**src/rtl/dps_pkg.sv**
```systemverilog
package dps_pkg;

  typedef enum logic [2:0] {
    S_IDLE, S_ROW, S_ACT, S_COL, S_CAS, S_OPEN, S_PRE, S_REF
  } dps_state_e;

  // cycles one page hit occupies: column setup, strobe low time, return to open
  function automatic int unsigned hit_cost(int unsigned t_cas);
    return t_cas + 2;
  endfunction

  // true when cycles already spent plus the next cost stay inside the limit
  function automatic logic page_fits(int unsigned used, int unsigned cost,
                                     int unsigned limit);
    return (used + cost) <= limit;
  endfunction

endpackage

```
**src/rtl/dps_addr_split.sv**
```systemverilog
module dps_addr_split #(
  parameter int ADDR_W = 22,
  parameter int ROW_W  = 12,
  parameter int BUS_W  = 12
) (
  input  logic [ADDR_W-1:0] addr_i,
  output logic [BUS_W-1:0]  row_o,
  output logic [BUS_W-1:0]  col_o
);
  localparam int COL_W = ADDR_W - ROW_W;

  generate
    if (ROW_W == BUS_W) begin : g_row_full
      assign row_o = addr_i[ADDR_W-1 -: ROW_W];
    end else begin : g_row_pad
      assign row_o = {{(BUS_W-ROW_W){1'b0}}, addr_i[ADDR_W-1 -: ROW_W]};
    end
    if (COL_W == BUS_W) begin : g_col_full
      assign col_o = addr_i[COL_W-1:0];
    end else begin : g_col_pad
      assign col_o = {{(BUS_W-COL_W){1'b0}}, addr_i[COL_W-1:0]};
    end
  endgenerate
endmodule

```
**src/rtl/dps_ras_timer.sv**
```systemverilog
module dps_ras_timer import dps_pkg::*; #(
  parameter int T_RAS_MAX = 24,
  parameter int HIT_CYC   = 4
) (
  input  logic clk,
  input  logic rst_n,
  input  logic ras_low_i,
  output logic hit_fits_o
);
  localparam int CW = $clog2(T_RAS_MAX + 2);

  logic [CW-1:0] low_cnt_q;
  logic [31:0]   used_now;

  assign used_now   = 32'(low_cnt_q) + 32'd1;
  assign hit_fits_o = page_fits(used_now, HIT_CYC, T_RAS_MAX);

  always_ff @(posedge clk or negedge rst_n) begin
    if (!rst_n)                      low_cnt_q <= '0;
    else if (!ras_low_i)             low_cnt_q <= '0;
    else if (low_cnt_q != '1)        low_cnt_q <= low_cnt_q + 1'b1;
  end

  // a cycle with the row strobe low never goes beyond the limit
  a_r8_ras_limit: assert property (@(posedge clk) disable iff (!rst_n)
    ras_low_i |-> (used_now <= 32'(T_RAS_MAX)));
endmodule

```
**src/rtl/dram_page_seq.sv**
```systemverilog
module dram_page_seq import dps_pkg::*; #(
  parameter int ADDR_W    = 22,
  parameter int ROW_W     = 12,
  parameter int DQ_W      = 4,
  parameter int T_RCD     = 2,
  parameter int T_CAS     = 2,
  parameter int T_RP      = 3,
  parameter int T_RAS_MAX = 24,
  localparam int COL_W    = ADDR_W - ROW_W,
  localparam int BUS_W    = (ROW_W > COL_W) ? ROW_W : COL_W
) (
  input  logic              clk,
  input  logic              rst_n,
  input  logic              req_valid,
  output logic              req_ready,
  input  logic [ADDR_W-1:0] req_addr,
  input  logic              req_we,
  input  logic [DQ_W-1:0]   req_wdata,
  output logic              rd_valid,
  output logic [DQ_W-1:0]   rd_data,
  input  logic              ref_req,
  output logic              ref_gnt,
  output logic              dram_ras_n,
  output logic              dram_cas_n,
  output logic              dram_we_n,
  output logic              dram_oe_n,
  output logic [BUS_W-1:0]  dram_addr,
  output logic [DQ_W-1:0]   dram_dq_out,
  output logic              dram_dq_oe,
  input  logic [DQ_W-1:0]   dram_dq_in
);
  localparam int T_LONG  = (T_RCD > T_CAS) ? ((T_RCD > T_RP) ? T_RCD : T_RP)
                                           : ((T_CAS > T_RP) ? T_CAS : T_RP);
  localparam int CNT_W   = $clog2(T_LONG + 1);
  localparam int HIT_CYC = hit_cost(T_CAS);

  dps_state_e        state;
  logic [CNT_W-1:0]  cnt;
  logic [ADDR_W-1:0] cur_addr;
  logic              cur_we;
  logic [DQ_W-1:0]   cur_wd;

  // named internal events
  logic [BUS_W-1:0] req_row, req_col, cur_row, cur_col;
  logic page_hit, hit_fits, close_page, take_req, ras_low, col_phase;

  dps_addr_split #(.ADDR_W(ADDR_W), .ROW_W(ROW_W), .BUS_W(BUS_W)) u_req_split (
    .addr_i(req_addr), .row_o(req_row), .col_o(req_col));
  dps_addr_split #(.ADDR_W(ADDR_W), .ROW_W(ROW_W), .BUS_W(BUS_W)) u_cur_split (
    .addr_i(cur_addr), .row_o(cur_row), .col_o(cur_col));

  dps_ras_timer #(.T_RAS_MAX(T_RAS_MAX), .HIT_CYC(HIT_CYC)) u_ras_timer (
    .clk(clk), .rst_n(rst_n), .ras_low_i(ras_low), .hit_fits_o(hit_fits));

  assign page_hit   = (req_row == cur_row);
  assign close_page = ref_req || !hit_fits || (req_valid && !page_hit);
  assign req_ready  = ((state == S_IDLE) && !ref_req) ||
                      ((state == S_OPEN) && !close_page);
  assign take_req   = req_valid && req_ready;

  assign ras_low    = (state == S_ACT) || (state == S_COL) ||
                      (state == S_CAS) || (state == S_OPEN);
  assign col_phase  = (state == S_COL) || (state == S_CAS);

  assign dram_ras_n  = !ras_low;
  assign dram_cas_n  = (state != S_CAS);
  assign dram_we_n   = !(col_phase && cur_we);
  assign dram_oe_n   = !(col_phase && !cur_we);
  assign dram_dq_oe  = col_phase && cur_we;
  assign dram_dq_out = cur_wd;
  assign dram_addr   = ((state == S_ROW) || (state == S_ACT)) ? cur_row : cur_col;
  assign ref_gnt     = (state == S_REF);

  always_ff @(posedge clk or negedge rst_n) begin
    if (!rst_n) begin
      state    <= S_IDLE;
      cnt      <= '0;
      cur_addr <= '0;
      cur_we   <= 1'b0;
      cur_wd   <= '0;
      rd_valid <= 1'b0;
      rd_data  <= '0;
    end else begin
      rd_valid <= 1'b0;
      if (take_req) begin
        cur_addr <= req_addr;
        cur_we   <= req_we;
        cur_wd   <= req_wdata;
      end
      case (state)
        S_IDLE: begin
          if (ref_req)        state <= S_REF;
          else if (req_valid) state <= S_ROW;
        end
        S_ROW: begin
          state <= S_ACT;
          cnt   <= CNT_W'(T_RCD - 1);
        end
        S_ACT: begin
          if (cnt == '0) state <= S_COL;
          else           cnt   <= cnt - 1'b1;
        end
        S_COL: begin
          state <= S_CAS;
          cnt   <= CNT_W'(T_CAS - 1);
        end
        S_CAS: begin
          if (cnt == '0) begin
            state <= S_OPEN;
            if (!cur_we) begin
              rd_valid <= 1'b1;
              rd_data  <= dram_dq_in;
            end
          end else begin
            cnt <= cnt - 1'b1;
          end
        end
        S_OPEN: begin
          if (close_page) begin
            state <= S_PRE;
            cnt   <= CNT_W'(T_RP - 1);
          end else if (req_valid) begin
            state <= S_COL;
          end
        end
        S_PRE: begin
          if (cnt == '0) state <= S_IDLE;
          else           cnt   <= cnt - 1'b1;
        end
        S_REF: begin
          if (!ref_req) state <= S_IDLE;
        end
        default: state <= S_IDLE;
      endcase
    end
  end

  // bus holds its value across the strobe falls
  a_r2_row_setup: assert property (@(posedge clk) disable iff (!rst_n)
    $fell(dram_ras_n) |-> $stable(dram_addr));
  a_r2_col_setup: assert property (@(posedge clk) disable iff (!rst_n)
    $fell(dram_cas_n) |-> $stable(dram_addr));
  // write strobe and data drive are set up before the column strobe falls
  a_r3_early_write: assert property (@(posedge clk) disable iff (!rst_n)
    $fell(dram_cas_n) |-> ($stable(dram_we_n) && $stable(dram_dq_oe)));
  // the column strobe is only low inside an open row
  a_r4_cas_in_row: assert property (@(posedge clk) disable iff (!rst_n)
    !dram_cas_n |-> !dram_ras_n);
  // an accepted hit keeps the row strobe low
  a_r6_hit_keeps_row: assert property (@(posedge clk) disable iff (!rst_n)
    ((state == S_OPEN) && take_req) |=> !dram_ras_n);
  // the grant only appears with both strobes idle and no intake
  a_r9_grant_idle: assert property (@(posedge clk) disable iff (!rst_n)
    ref_gnt |-> (dram_ras_n && dram_cas_n && !req_ready));
endmodule

```
**config.mk**
```make
export PLATFORM = sky130hd
export DESIGN_NAME = dram_page_seq
export DESIGN_NICKNAME = d
export VERILOG_FILES = /design/src/rtl/dps_pkg.sv /design/src/rtl/dps_addr_split.sv /design/src/rtl/dps_ras_timer.sv /design/src/rtl/dram_page_seq.sv
export SDC_FILE = /design/constraint.sdc
export NUM_CORES = 1
export LEC_CHECK = 0
export ABC_AREA = 1
export ABC_CLOCK_PERIOD_IN_PS = 4200
export CORE_MARGIN = 2
export CORE_UTILIZATION = 40
export DETAILED_ROUTE_END_ITERATION = 7
export PLACE_DENSITY = 0.66
export SLEW_MARGIN = 20
export SYNTH_ARGS = -nofsm -noshare
export SYNTH_HDL_FRONTEND = slang
export SYNTH_HIERARCHICAL = 1
export SYNTH_SLANG_ARGS = --single-unit
```
**constraint.sdc**
```tcl
create_clock -name clk -period 4.2 [get_ports clk]
set_input_delay 0.84 -clock clk [delete_from_list [all_inputs] [get_ports clk]]
set_output_delay 0.84 -clock clk [all_outputs]
set_load 0.01 [all_outputs]
```
Yosys cells after proc, flatten, opt, wreduce, memory -nomap -nowiden
Cells that the tools add are included.
{"block": "totals", "register_bits": 42, "out_inout_bits": 28, "word_cells": 81}
{"block": "classes", "add_sub_neg": 4, "magnitude_cmp": 1, "n_eq_ne": 19, "muxes": 18, "bitwise_logic": 1, "reduce_logical": 30}
{"op": "$add A32 B3 Y32 const B", "count": 1}
{"op": "$le A32 B5 Y1 const B", "count": 1}
{"op": "$mux W3", "count": 8}
{"op": "$pmux W3 S8", "count": 1}
{"op": "$eq A12 B12 Y1", "count": 1}
{"op": "$eq A3 B3 Y1 const B", "count": 4}
{"op": "$mux W12", "count": 1}
{"op": "$mux W5", "count": 2}
{"op": "$ne A2 B2 Y1 const B", "count": 5}
{"op": "$ne A3 B3 Y1 const B", "count": 3}
{"op": "$logic_not A1 Y1", "count": 8}
{"op": "$logic_or A1 B1 Y1", "count": 8}
{"op": "$add A5 B1 Y6 const B", "count": 1}
{"op": "$eq A3 B2 Y1 const B", "count": 2}
{"op": "$logic_and A1 B1 Y1", "count": 6}
{"op": "$pmux W2 S3", "count": 1}
{"op": "$reduce_and A3 Y1", "count": 2}
{"op": "$reduce_and A6 Y1", "count": 1}
{"op": "$add A5 B1 Y5 const B", "count": 1}
{"op": "$ne A5 B5 Y1 const B", "count": 1}
{"op": "$mux W2", "count": 2}
{"op": "$ne A2 B1 Y1 const B", "count": 2}
{"op": "$eq A3 B1 Y1 const B", "count": 1}
{"op": "$logic_not A3 Y1", "count": 1}
{"op": "other kinds (7)", "count": 9}

Depth between registers and ports, before layout
Gate-level depths: netlist (run 1).
{"block": "logic_depth", "word_depth": 10, "mapped_depth": 14, "depth_no_buf": 12}

Hierarchy
The synthesis (run 1) kept the hierarchy.
{"module": "dram_page_seq", "instances": 1, "cells_each": 284, "area_each_um2": 2190.9, "seq_area_each_um2": 925.9}
{"module": "dps_addr_split", "instances": 2, "cells_each": 25, "area_each_um2": 183.9, "seq_area_each_um2": 0.0}
{"module": "dps_ras_timer", "instances": 1, "cells_each": 34, "area_each_um2": 280.3, "seq_area_each_um2": 125.1}

Worst setup path after synthesis (run 1)
Ideal clock, no wire load.
{"block": "synth_path", "path_type": "in2out", "from": "input port req_addr[17]", "to": "output port req_ready", "arrival_ns": 1.769, "setup_slack_ns": 1.591, "stages": 12, "cell_sequence": "buf_4 inv_1 nand2_1 nand2_1 nand2_1 nor2_1 nand3_1 nand2_2 nand2_2 nand2_4 buf_12 buf_12"}
{"block": "synth_via", "elab_chain_len": 7}
{"item": "from (decl)", "line": "dram_page_seq.sv:16", "source": "input logic [ADDR_W-1:0] req_addr,"}
{"item": "$eq A12 B12 Y1", "line": "dram_page_seq.sv:55", "source": "assign page_hit = (req_row == cur_row);"}
{"item": "$logic_not A1 Y1", "line": "dram_page_seq.sv:56", "source": "assign close_page = ref_req || !hit_fits || (req_valid && !page_hit);"}
{"item": "$logic_and A1 B1 Y1", "line": "dram_page_seq.sv:56"}
{"item": "$logic_or A1 B1 Y1", "line": "dram_page_seq.sv:56"}
{"item": "$logic_not A1 Y1", "line": "dram_page_seq.sv:58", "source": "((state == S_OPEN) && !close_page);"}
{"item": "$logic_and A1 B1 Y1", "line": "dram_page_seq.sv:58"}
{"item": "$logic_or A1 B1 Y1", "line": "dram_page_seq.sv:57", "source": "assign req_ready = ((state == S_IDLE) && !ref_req) ||"}
{"item": "to (decl)", "line": "dram_page_seq.sv:15", "source": "output logic req_ready,"}
No other way between the ends.

Worst setup path after layout (run 1)
{"block": "layout_path", "from": "input port req_addr[11]", "to": "output port req_ready"}
Same word-level chain as after synthesis.

==> impl_metrics.csv, run 1 <==
group,metric,value,unit
status,status,"finished, final reports clean",
power,intPower,0.00131,W
job,drv_cap,0,
worst_setup_path,criticalPathCategory,"in2out",
synthesis,netlist_area,2750,um2
place,place.gp.congestion,0.777,
place,io_buffers,62,
clock_network,clk_path_buf_depth,2,
power,p_clk_share,14.6,%
worst_setup_path,crit_chain,"clkdlybuf4s50_1 -> xnor2_1 -> nand2_1 -> nor2_1 -> nand3_1 -> nand2_2 -> nand2_2 -> nand2_4 -> clkdlybuf4s50_1",
power,leakagePower,1.60,nW
sta,slew_viol_final,0,
clock_network,cts_tree,"yes",
worst_setup_path,required,3360,ps
sta,fin_crit_sh,80.4,%
clock_network,postCtsHoldBufs,0,
power,switchingPower,0.000868,W
global_route,grt_max_degree,43,
power,vdd_ir_drop_max,303,uV
sta,clock.fmax,0.296,GHz
routing,avgRoutedWirePerCell,11.7,um
worst_setup_path,critical_path.top_delay_family,"buffers and inverters",
routing,routed_wl,5400,um
finish,design_area,3210,um2
die,dieArea,7540,um2
routing,drtIter0Drc,143,
power,power_frac_seq,32.5,%
clock_network,cts_max_level,2,
finish,final_nets,419,
place,placed_area,3100,um2
routing,viasPerCell,4.64,
worst_setup_path,cp.arrival,2540,ps
global_route,overflow,0,
sta,finClkSkew,8.69,ps
place,pre_cts_slack,804,ps
global_route,grt_usage,15.6,%
global_route,grt_pass1_wl,9360,um
clock_network,clkSlewWorstSetupHoldPaths,80,ps
worst_setup_path,critPathSlowestCell,"clkdlybuf4s50_1",
finish,antenna_cells,0,
min_path,worst_hold_path_type,"reg2reg",
sta,layout_min_cycle_time,3380,ps
power,powerDensity,680,nW/um2
worst_setup_path,reg2reg_depth,11,
worst_setup_path,endpoint,"req_ready",
worst_setup_path,r2r_slack,2000,ps
sta,fin_ws,822,ps
worst_setup_path,reg2reg_from,"u_ras_timer/low_cnt_q[0]",
worst_setup_path,endpoint_kind,"output pin",
sta,hold_viol,0,
worst_setup_path,cpPeakStageDelay,530,ps
sta,tightest_slew,950,ps
die,num_io_pins,63,
sta,slew_headroom,36.7,%
routing,drc_errors,0,
clock_network,post-cts-setup-buffers,0,
clock_network,cts-resized-gates,0,
routing,dr.pass1.iters,4,
worst_setup_path,startpoint,"req_addr[11]",
finish,final_cell_mix,"nand2_1 (132), clkdlybuf4s50_1 (60), dfrtp_1 (42), inv_1 (35), nand3_2 (19)",
clock_network,numCtsBuffers,5,
synthesis,yosysWarnings,6,
clock_network,cts_sinks,42,
power,comb_power_share,52.9,%
die,die_y,86.8,um
finish,fill_cells,685,
sta,setup_viol_count_final,0,
die,die_w,86.8,um
worst_setup_path,crit_buf_inv,2,
die,placementRows,30,
synthesis,avgSynthCellArea,7.73,um2
global_route,grt_antenna_before_repair,0,
synthesis,syn_inst,355,
worst_setup_path,cp.depth,9,
routing,vias,2145,
clock_network,root_buffer,"clkbuf_8",
routing,antenna_left,0,
worst_setup_path,startpoint_type,"input port",
global_route,grt_pass1_vias,2067,
sta,whs,468,ps
clock_network,clk_latency,290,ps
worst_setup_path,crit_fanout,3,
finish,layout_commonest_cell,"nand2_1",
place,hpwl,3830,um
finish,layout-drive-gt1-share,13.1,%
power,swShare,39.8,%
worst_setup_path,r2r-end,"cur_addr[5]",
sta,tns,0,ps
die,start_util,40.9,%
finish,syn_to_final_growth,16.9,%
die,coreArea,6720,um2
sta,rsz0062_at_grt,"no",
[state kept, by name, summed over array words and instances, names as in the netlist]
name                   cells
u_ras_timer/low_cnt_q      5
cur_we                     1
state                      3
cnt                        2
rd_data                    4
dram_dq_out                4
rd_valid                   1
cur_addr                  22
[power groups by stage]
stage	logic (W)	clock network (W)	registers, W
final	0.00115	0.000319	0.000709
after global routing	0.00131	0.000351	0.000738
after CTS	0.00117	0.000336	0.000711
after detailed placement	0.00117	0	0.000716
after global placement	0.00116	0	0.000710
after floorplan	0.000865	0	0.000698
[cell type report]
| class | instances | area [um2] | area share [%] |
|---|---|---|---|
| Sequential cell | 42 | 1050 | 32.7 |
| Inverter | 37 | 139 | 4.33 |
| Timing Repair Buffer | 64 | 626 | 19.5 |
| Clock inverter | 2 | 37.5 | 1.17 |
| Multi-Input combinational cell | 231 | 1180 | 36.9 |
| Tap cell | 80 | 100 | 3.12 |
| Clock buffer | 6 | 72.6 | 2.26 |
[layer usage]
layer,up-vias,GRT usage (%),routed length [um]
li1,1105,-,-
met1,989,20.3,2430
met2,45,25.7,2640
met3,6,3.90,270
met4,0,4.26,57
met5,-,0,0
[worst min-delay path by stage]
stage | slack, ps | cells after the start | end | from
after global placement | 450 | 2 | cur_addr[1] | cur_addr[1]
after CTS | 470 | 2 | cur_addr[4] | cur_addr[4]
final | 470 | 2 | cur_addr[2] | cur_addr[2]
after detailed placement | 450 | 2 | cur_addr[4] | cur_addr[4]
after floorplan | 440 | 2 | cur_addr[0] | cur_addr[0]
after global routing | 500 | 2 | dram_dq_out[3] | dram_dq_out[3]
[stage by stage]
stage          utilization (%)  power, W  std cells
6_report                  47.8   0.00218        462
5_1_grt                   47.8   0.00240        462
4_1_cts                   47.8   0.00222        462
3_5_place_dp              46.1   0.00188        454
3_3_place_gp              46.1   0.00187        454
2_1_floorplan                -   0.00156        356
[worst reg2reg max path, cell delays in order, from the launching register on]
cell     delay, ps
dfrtp_1        390
ha_1           230
o21ai_1         90
o21ai_1        130
nand2_1        100
nor2_2         140
nand2_2        100
nand2_4         70
buf_4          370
nand2_4        300
nand2_1        150
nand2_1         50
Power figures use the tool's default switching activity.
==> inputs of run 2 (changes only) <==
Settings changed: ABC_CLOCK_PERIOD_IN_PS 4200 to 3500.
Clock period 4.2 ns to 3.5 ns, I/O delays scaled along.
==> run 2 against run 1 <==
Combinational power grew 22%. Clock-buffer cell count is the same. Cell count grew 0.22%. Final area grew 0.23%. Via count shrank 0.61%. Routed wire length grew 0.98%. Register-to-register slack lost 730 ps. Critical path depth shrank 3. Die area is the same. Non-clock buffer count grew 1.
==> impl_metrics.csv, run 2 (synthesis gave the netlist of run 1 again) <==
group,metric,value,unit
routing,routed_wl,5450,um
power,intPower,0.00159,W
power,vdd_ir_drop_max,342,uV
sta,layout_min_cycle_time,3160,ps
sta,clock.fmax,0.317,GHz
finish,layout_commonest_cell,"nand2_1",
global_route,grt_usage,16.0,%
routing,dr.pass1.iters,4,
place,hpwl,3880,um
sta,finClkSkew,6.48,ps
die,placementRows,30,
place,placed_area,3110,um2
power,powerDensity,821,nW/um2
power,switchingPower,0.00105,W
clock_network,postCtsHoldBufs,0,
power,leakagePower,1.60,nW
die,die_y,86.8,um
finish,regArea,1050,um2
worst_setup_path,cpMostUsedCell,"nand2_1",
worst_setup_path,required,2800,ps
worst_setup_path,cpPeakStageDelay,590,ps
global_route,grt_pass1_vias,2111,
sta,tns,0,ps
routing,antenna_left,0,
worst_setup_path,crit_chain,"nand2_1 -> inv_1 -> nor2_1 -> nand2_1 -> o21ai_0 -> clkdlybuf4s50_1",
global_route,grt_pass1_wl,9620,um
worst_setup_path,crit_fanout,20,
die,coreArea,6720,um2
die,start_util,40.9,%
min_path,worst_hold_path_type,"reg2reg",
clock_network,post-cts-setup-buffers,0,
finish,fill_cells,684,
routing,drc_errors,0,
clock_network,numCtsBuffers,5,
worst_setup_path,cp.arrival,2460,ps
global_route,overflow,0,
worst_setup_path,reg2reg_from,"u_ras_timer/low_cnt_q[0]",
global_route,grt_max_degree,43,
worst_setup_path,r2r_slack,1270,ps
routing,drtIter0Drc,94,
clock_network,cts-resized-gates,0,
sta,setup_viol_count_final,0,
clock_network,clk_path_buf_depth,2,
clock_network,clkSlewWorstSetupHoldPaths,80,ps
worst_setup_path,criticalPathCategory,"reg2out",
sta,fin_crit_sh,90.3,%
sta,tightest_slew,966,ps
sta,slew_viol_final,0,
clock_network,root_buffer,"clkbuf_8",
worst_setup_path,startpoint_type,"flip-flop",
place,place.gp.congestion,0.800,
power,swShare,39.9,%
finish,multiInputGateArea,1180,um2
worst_setup_path,endpoint_kind,"output pin",
place,io_buffers,62,
worst_setup_path,startpoint,"state[0]",
worst_setup_path,critPathSlowestCell,"clkdlybuf4s50_1",
sta,slew_headroom,35.6,%
finish,layout-drive-gt1-share,13.3,%
finish,largest_reg_flops,22,
routing,avgRoutedWirePerCell,11.8,um
finish,final_nets,420,
power,comb_power_share,53.2,%
job,drv_cap,0,
clock_network,cts_max_level,2,
global_route,grt_antenna_before_repair,0,
clock_network,clk_latency,300,ps
min_path,hp-start,"rd_data[0]",
finish,top_regs,"cur_addr (22), u_ras_timer/low_cnt_q (5)",
sta,hold_viol,0,
die,die_w,86.8,um
die,dieArea,7540,um2
power,p_clk_share,14.6,%
finish,antenna_cells,0,
finish,design_area,3220,um2
finish,syn_to_final_growth,17.2,%
clock_network,cts_tree,"yes",
routing,viasPerCell,4.60,
finish,final_cell_mix,"nand2_1 (132), clkdlybuf4s50_1 (60), dfrtp_1 (42), inv_1 (35), nand3_2 (19)",
clock_network,cts_sinks,42,
sta,rsz0062_at_grt,"no",
status,status,"finished, final reports clean",
die,num_io_pins,63,
finish,regMostFlops,"cur_addr",
routing,vias,2132,
power,power_frac_seq,32.2,%
==> run 2: path summary, 6_finish.rpt <==
path | cells past startpoint | to
worst max-delay path | 6 | dram_addr[5]
worst min-delay path | 2 | rd_data[0]
worst max register to register | 11 | cur_addr[5]
worst min register to register | 2 | rd_data[0]
max in group asynchronous | 1 | rd_data[2]
min in group asynchronous | 1 | cur_addr[16]
==> run 2: worst max-delay path: cells and delay by family (launching register included) <==
family	cells	cell delay, ps
AOI/OAI and AO/OA	1	380
DFF	1	450
buffers and inverters	2	660
and+or+nand+nor	3	680
==> run 2: stage by stage <==
stage / worst slack (ps) / hold slack (ps) / total power, W / instances / utilization [%]
5_1_grt: 40.5 / 498 / 0.00290 / 463 / 47.9
4_1_cts: 331 / 477 / 0.00268 / 463 / 47.9
2_1_floorplan: 1170 / 404 / 0.00188 / 356 / -
3_5_place_dp: 355 / 454 / 0.00228 / 455 / 46.2
6_report: 341 / 473 / 0.00264 / 463 / 47.9
3_3_place_gp: 365 / 449 / 0.00225 / 455 / 46.2
==> run 2: layout make-up <==
type | instances | share of cell area [%]
inverters | 37 | 4.32
well taps | 80 | 3.11
repair buffers | 65 | 19.7
clock buffers | 6 | 2.26
multi-input cells | 231 | 36.8
flip-flops and latches | 42 | 32.7
clock inverters | 2 | 1.17
==> run 2: power by group through the flow <==
stage                     registers, W  logic (W)  clock network [W]
after floorplan               0.000837    0.00104                  0
after global placement        0.000852    0.00140                  0
after detailed placement      0.000858    0.00142                  0
after CTS                     0.000850    0.00142           0.000404
after global routing          0.000886    0.00159           0.000423
final                         0.000851    0.00140           0.000386
==> run 2: per-layer routing <==
| metal | vias to the layer above | GRT usage, % | share of wire [%] |
|---|---|---|---|
| met5 | - | 0 | 0 |
| met4 | 0 | 4.26 | 1.3 |
| met3 | 8 | 5.52 | 5.9 |
| met2 | 42 | 25.8 | 48 |
| met1 | 974 | 20.4 | 45 |
| li1 | 1108 | - | - |
==> inputs of run 3 (changes only) <==
Settings changed: MAX_ROUTING_LAYER from default to met4.
==> run 3 against run 2 <==
Worst hold slack barely moved. Final area did not move. Sequential cell count did not move. Largest cell class unchanged. Fmax rose by 0.10%. Worst setup slack improved by 3.3 ps. Global-route usage rose by 0.47 points.
==> impl_metrics.csv, run 3 (synthesis gave the netlist of run 1 again) <==
group,metric,value,unit
worst_setup_path,r2r_slack,1270,ps
worst_setup_path,reg2reg_from,"u_ras_timer/low_cnt_q[0]",
routing,viasPerCell,4.60,
place,io_buffers,62,
finish,fill_cells,684,
worst_setup_path,critPathSlowestCell,"clkdlybuf4s50_1",
place,place.gp.congestion,0.812,
global_route,grt_pass1_vias,2110,
die,dieArea,7540,um2
status,status,"finished, final reports clean",
worst_setup_path,cpMostUsedCell,"nand2_1",
global_route,grt_max_degree,43,
routing,antenna_left,0,
worst_setup_path,cp.arrival,2460,ps
min_path,whs_endpoint,"rd_data[0]",
min_path,worst_hold_path_type,"reg2reg",
sta,slew_headroom,35.5,%
sta,tns,0,ps
power,leakagePower,1.60,nW
finish,layout_commonest_cell,"nand2_1",
finish,syn_to_final_growth,17.2,%
routing,dr.pass1.iters,4,
worst_setup_path,startpoint_type,"flip-flop",
clock_network,cts-resized-gates,0,
worst_setup_path,endpoint_kind,"output pin",
min_path,hp-start,"rd_data[0]",
finish,antenna_cells,0,
routing,drc_errors,0,
sta,setup_viol_count_final,0,
sta,hold_viol,0,
clock_network,postCtsHoldBufs,0,
finish,final_cell_mix,"nand2_1 (132), clkdlybuf4s50_1 (60), dfrtp_1 (42), inv_1 (35), nand3_2 (19)",
clock_network,clk_latency,300,ps
global_route,grt_usage,16.5,%
sta,slew_viol_final,0,
worst_setup_path,reg2reg_depth,11,
die,coreArea,6720,um2
die,die_y,86.8,um
global_route,grt_pass1_wl,9620,um
finish,regMostFlops,"cur_addr",
sta,layout_min_cycle_time,3160,ps
power,vdd_ir_drop_max,342,uV
worst_setup_path,r2r-end,"cur_addr[5]",
finish,layout-drive-gt1-share,13.3,%
worst_setup_path,required,2800,ps
die,placementRows,30,
worst_setup_path,crit_chain,"nand2_1 -> inv_1 -> nor2_1 -> nand2_1 -> o21ai_0 -> clkdlybuf4s50_1",
sta,clock.fmax,0.317,GHz
die,die_w,86.8,um
power,powerDensity,821,nW/um2
clock_network,numCtsBuffers,5,
clock_network,root_buffer,"clkbuf_8",
clock_network,clkSlewWorstSetupHoldPaths,80,ps
sta,fin_crit_sh,90.2,%
min_path,worstHoldPathCells,2,
sta,tightest_slew,967,ps
job,drv_cap,0,
finish,final_nets,420,
clock_network,clk_path_buf_depth,2,
sta,finClkSkew,7.26,ps
clock_network,cts_sinks,42,
worst_setup_path,cpPeakStageDelay,590,ps
global_route,overflow,0,
place,hpwl,3880,um
routing,avgRoutedWirePerCell,11.8,um
finish,top_regs,"cur_addr (22), u_ras_timer/low_cnt_q (5)",
finish,largest_reg_flops,22,
finish,final_core_util,47.9,%
global_route,grt_antenna_before_repair,0,
routing,drtIter0Drc,94,
routing,routed_wl,5480,um
clock_network,cts_tree,"yes",
clock_network,post-cts-setup-buffers,0,
die,num_io_pins,63,
worst_setup_path,criticalPathCategory,"reg2out",
clock_network,cts_max_level,2,
routing,vias,2129,
worst_setup_path,crit_fanout,20,
die,start_util,40.9,%
sta,rsz0062_at_grt,"no",
==> run 3: cell counts in the layout (fill, tap and decap cells not counted) <==
No cell type changed its count.
==> run 3: stage by stage <==
stage / cell area, um2 / cells / hold slack, ps / setup WS (ps) / total power [W]
after floorplan: 2750 / 356 / 404 / 1170 / 0.00188
after global placement: 3110 / 455 / 449 / 365 / 0.00225
after detailed placement: 3110 / 455 / 454 / 355 / 0.00228
after CTS: 3220 / 463 / 477 / 331 / 0.00268
after global routing: 3220 / 463 / 498 / 40.5 / 0.00290
final: 3220 / 463 / 473 / 344 / 0.00264
==> run 3: area by class of cell <==
| type | instances | area (um2) | share of cell area, % |
|---|---|---|---|
| clock buffers | 6 | 72.6 | 2.26 |
| well taps | 80 | 100 | 3.11 |
| flip-flops and latches | 42 | 1050 | 32.7 |
| multi-input cells | 231 | 1180 | 36.8 |
| clock inverters | 2 | 37.5 | 1.17 |
| inverters | 37 | 139 | 4.32 |
| repair buffers | 65 | 633 | 19.7 |
==> run 3: metal layers <==
| layer | GRT usage [%] | part of all wire [%] | vias up |
|---|---|---|---|
| li1 | - | - | 1107 |
| met1 | 20.4 | 45 | 972 |
| met2 | 25.9 | 47 | 42 |
| met3 | 5.52 | 5.9 | 8 |
| met4 | 4.26 | 1.3 | 0 |
| met5 | - | 0 | - |
==> run 3: where the power goes <==
part	internal, W	switching (W)	total [W]
registers	0.000699	0.000151	0.000851
logic	0.000675	0.000730	0.00141
clock network	0.000213	0.000173	0.000386
==> run 3: how the worst max path moves through the flow <==
stage	from	to	slack [ps]	cells past startpoint
2_1_floorplan	req_addr[17]	req_ready	1170	12
3_3_place_gp	req_addr[11]	req_ready	370	9
3_5_place_dp	req_addr[11]	req_ready	360	9
4_1_cts	state[0]	dram_addr[5]	330	6
5_1_grt	state[0]	dram_addr[10]	40	6
6_report	state[0]	dram_addr[5]	340	6
==> run 3: critical path, delay by kind of cell, from the launching register on <==
family	cells	cell delay [ps]
DFF	1	450
buffers and inverters	2	660
and+or+nand+nor	3	680
AOI/OAI and AO/OA	1	380
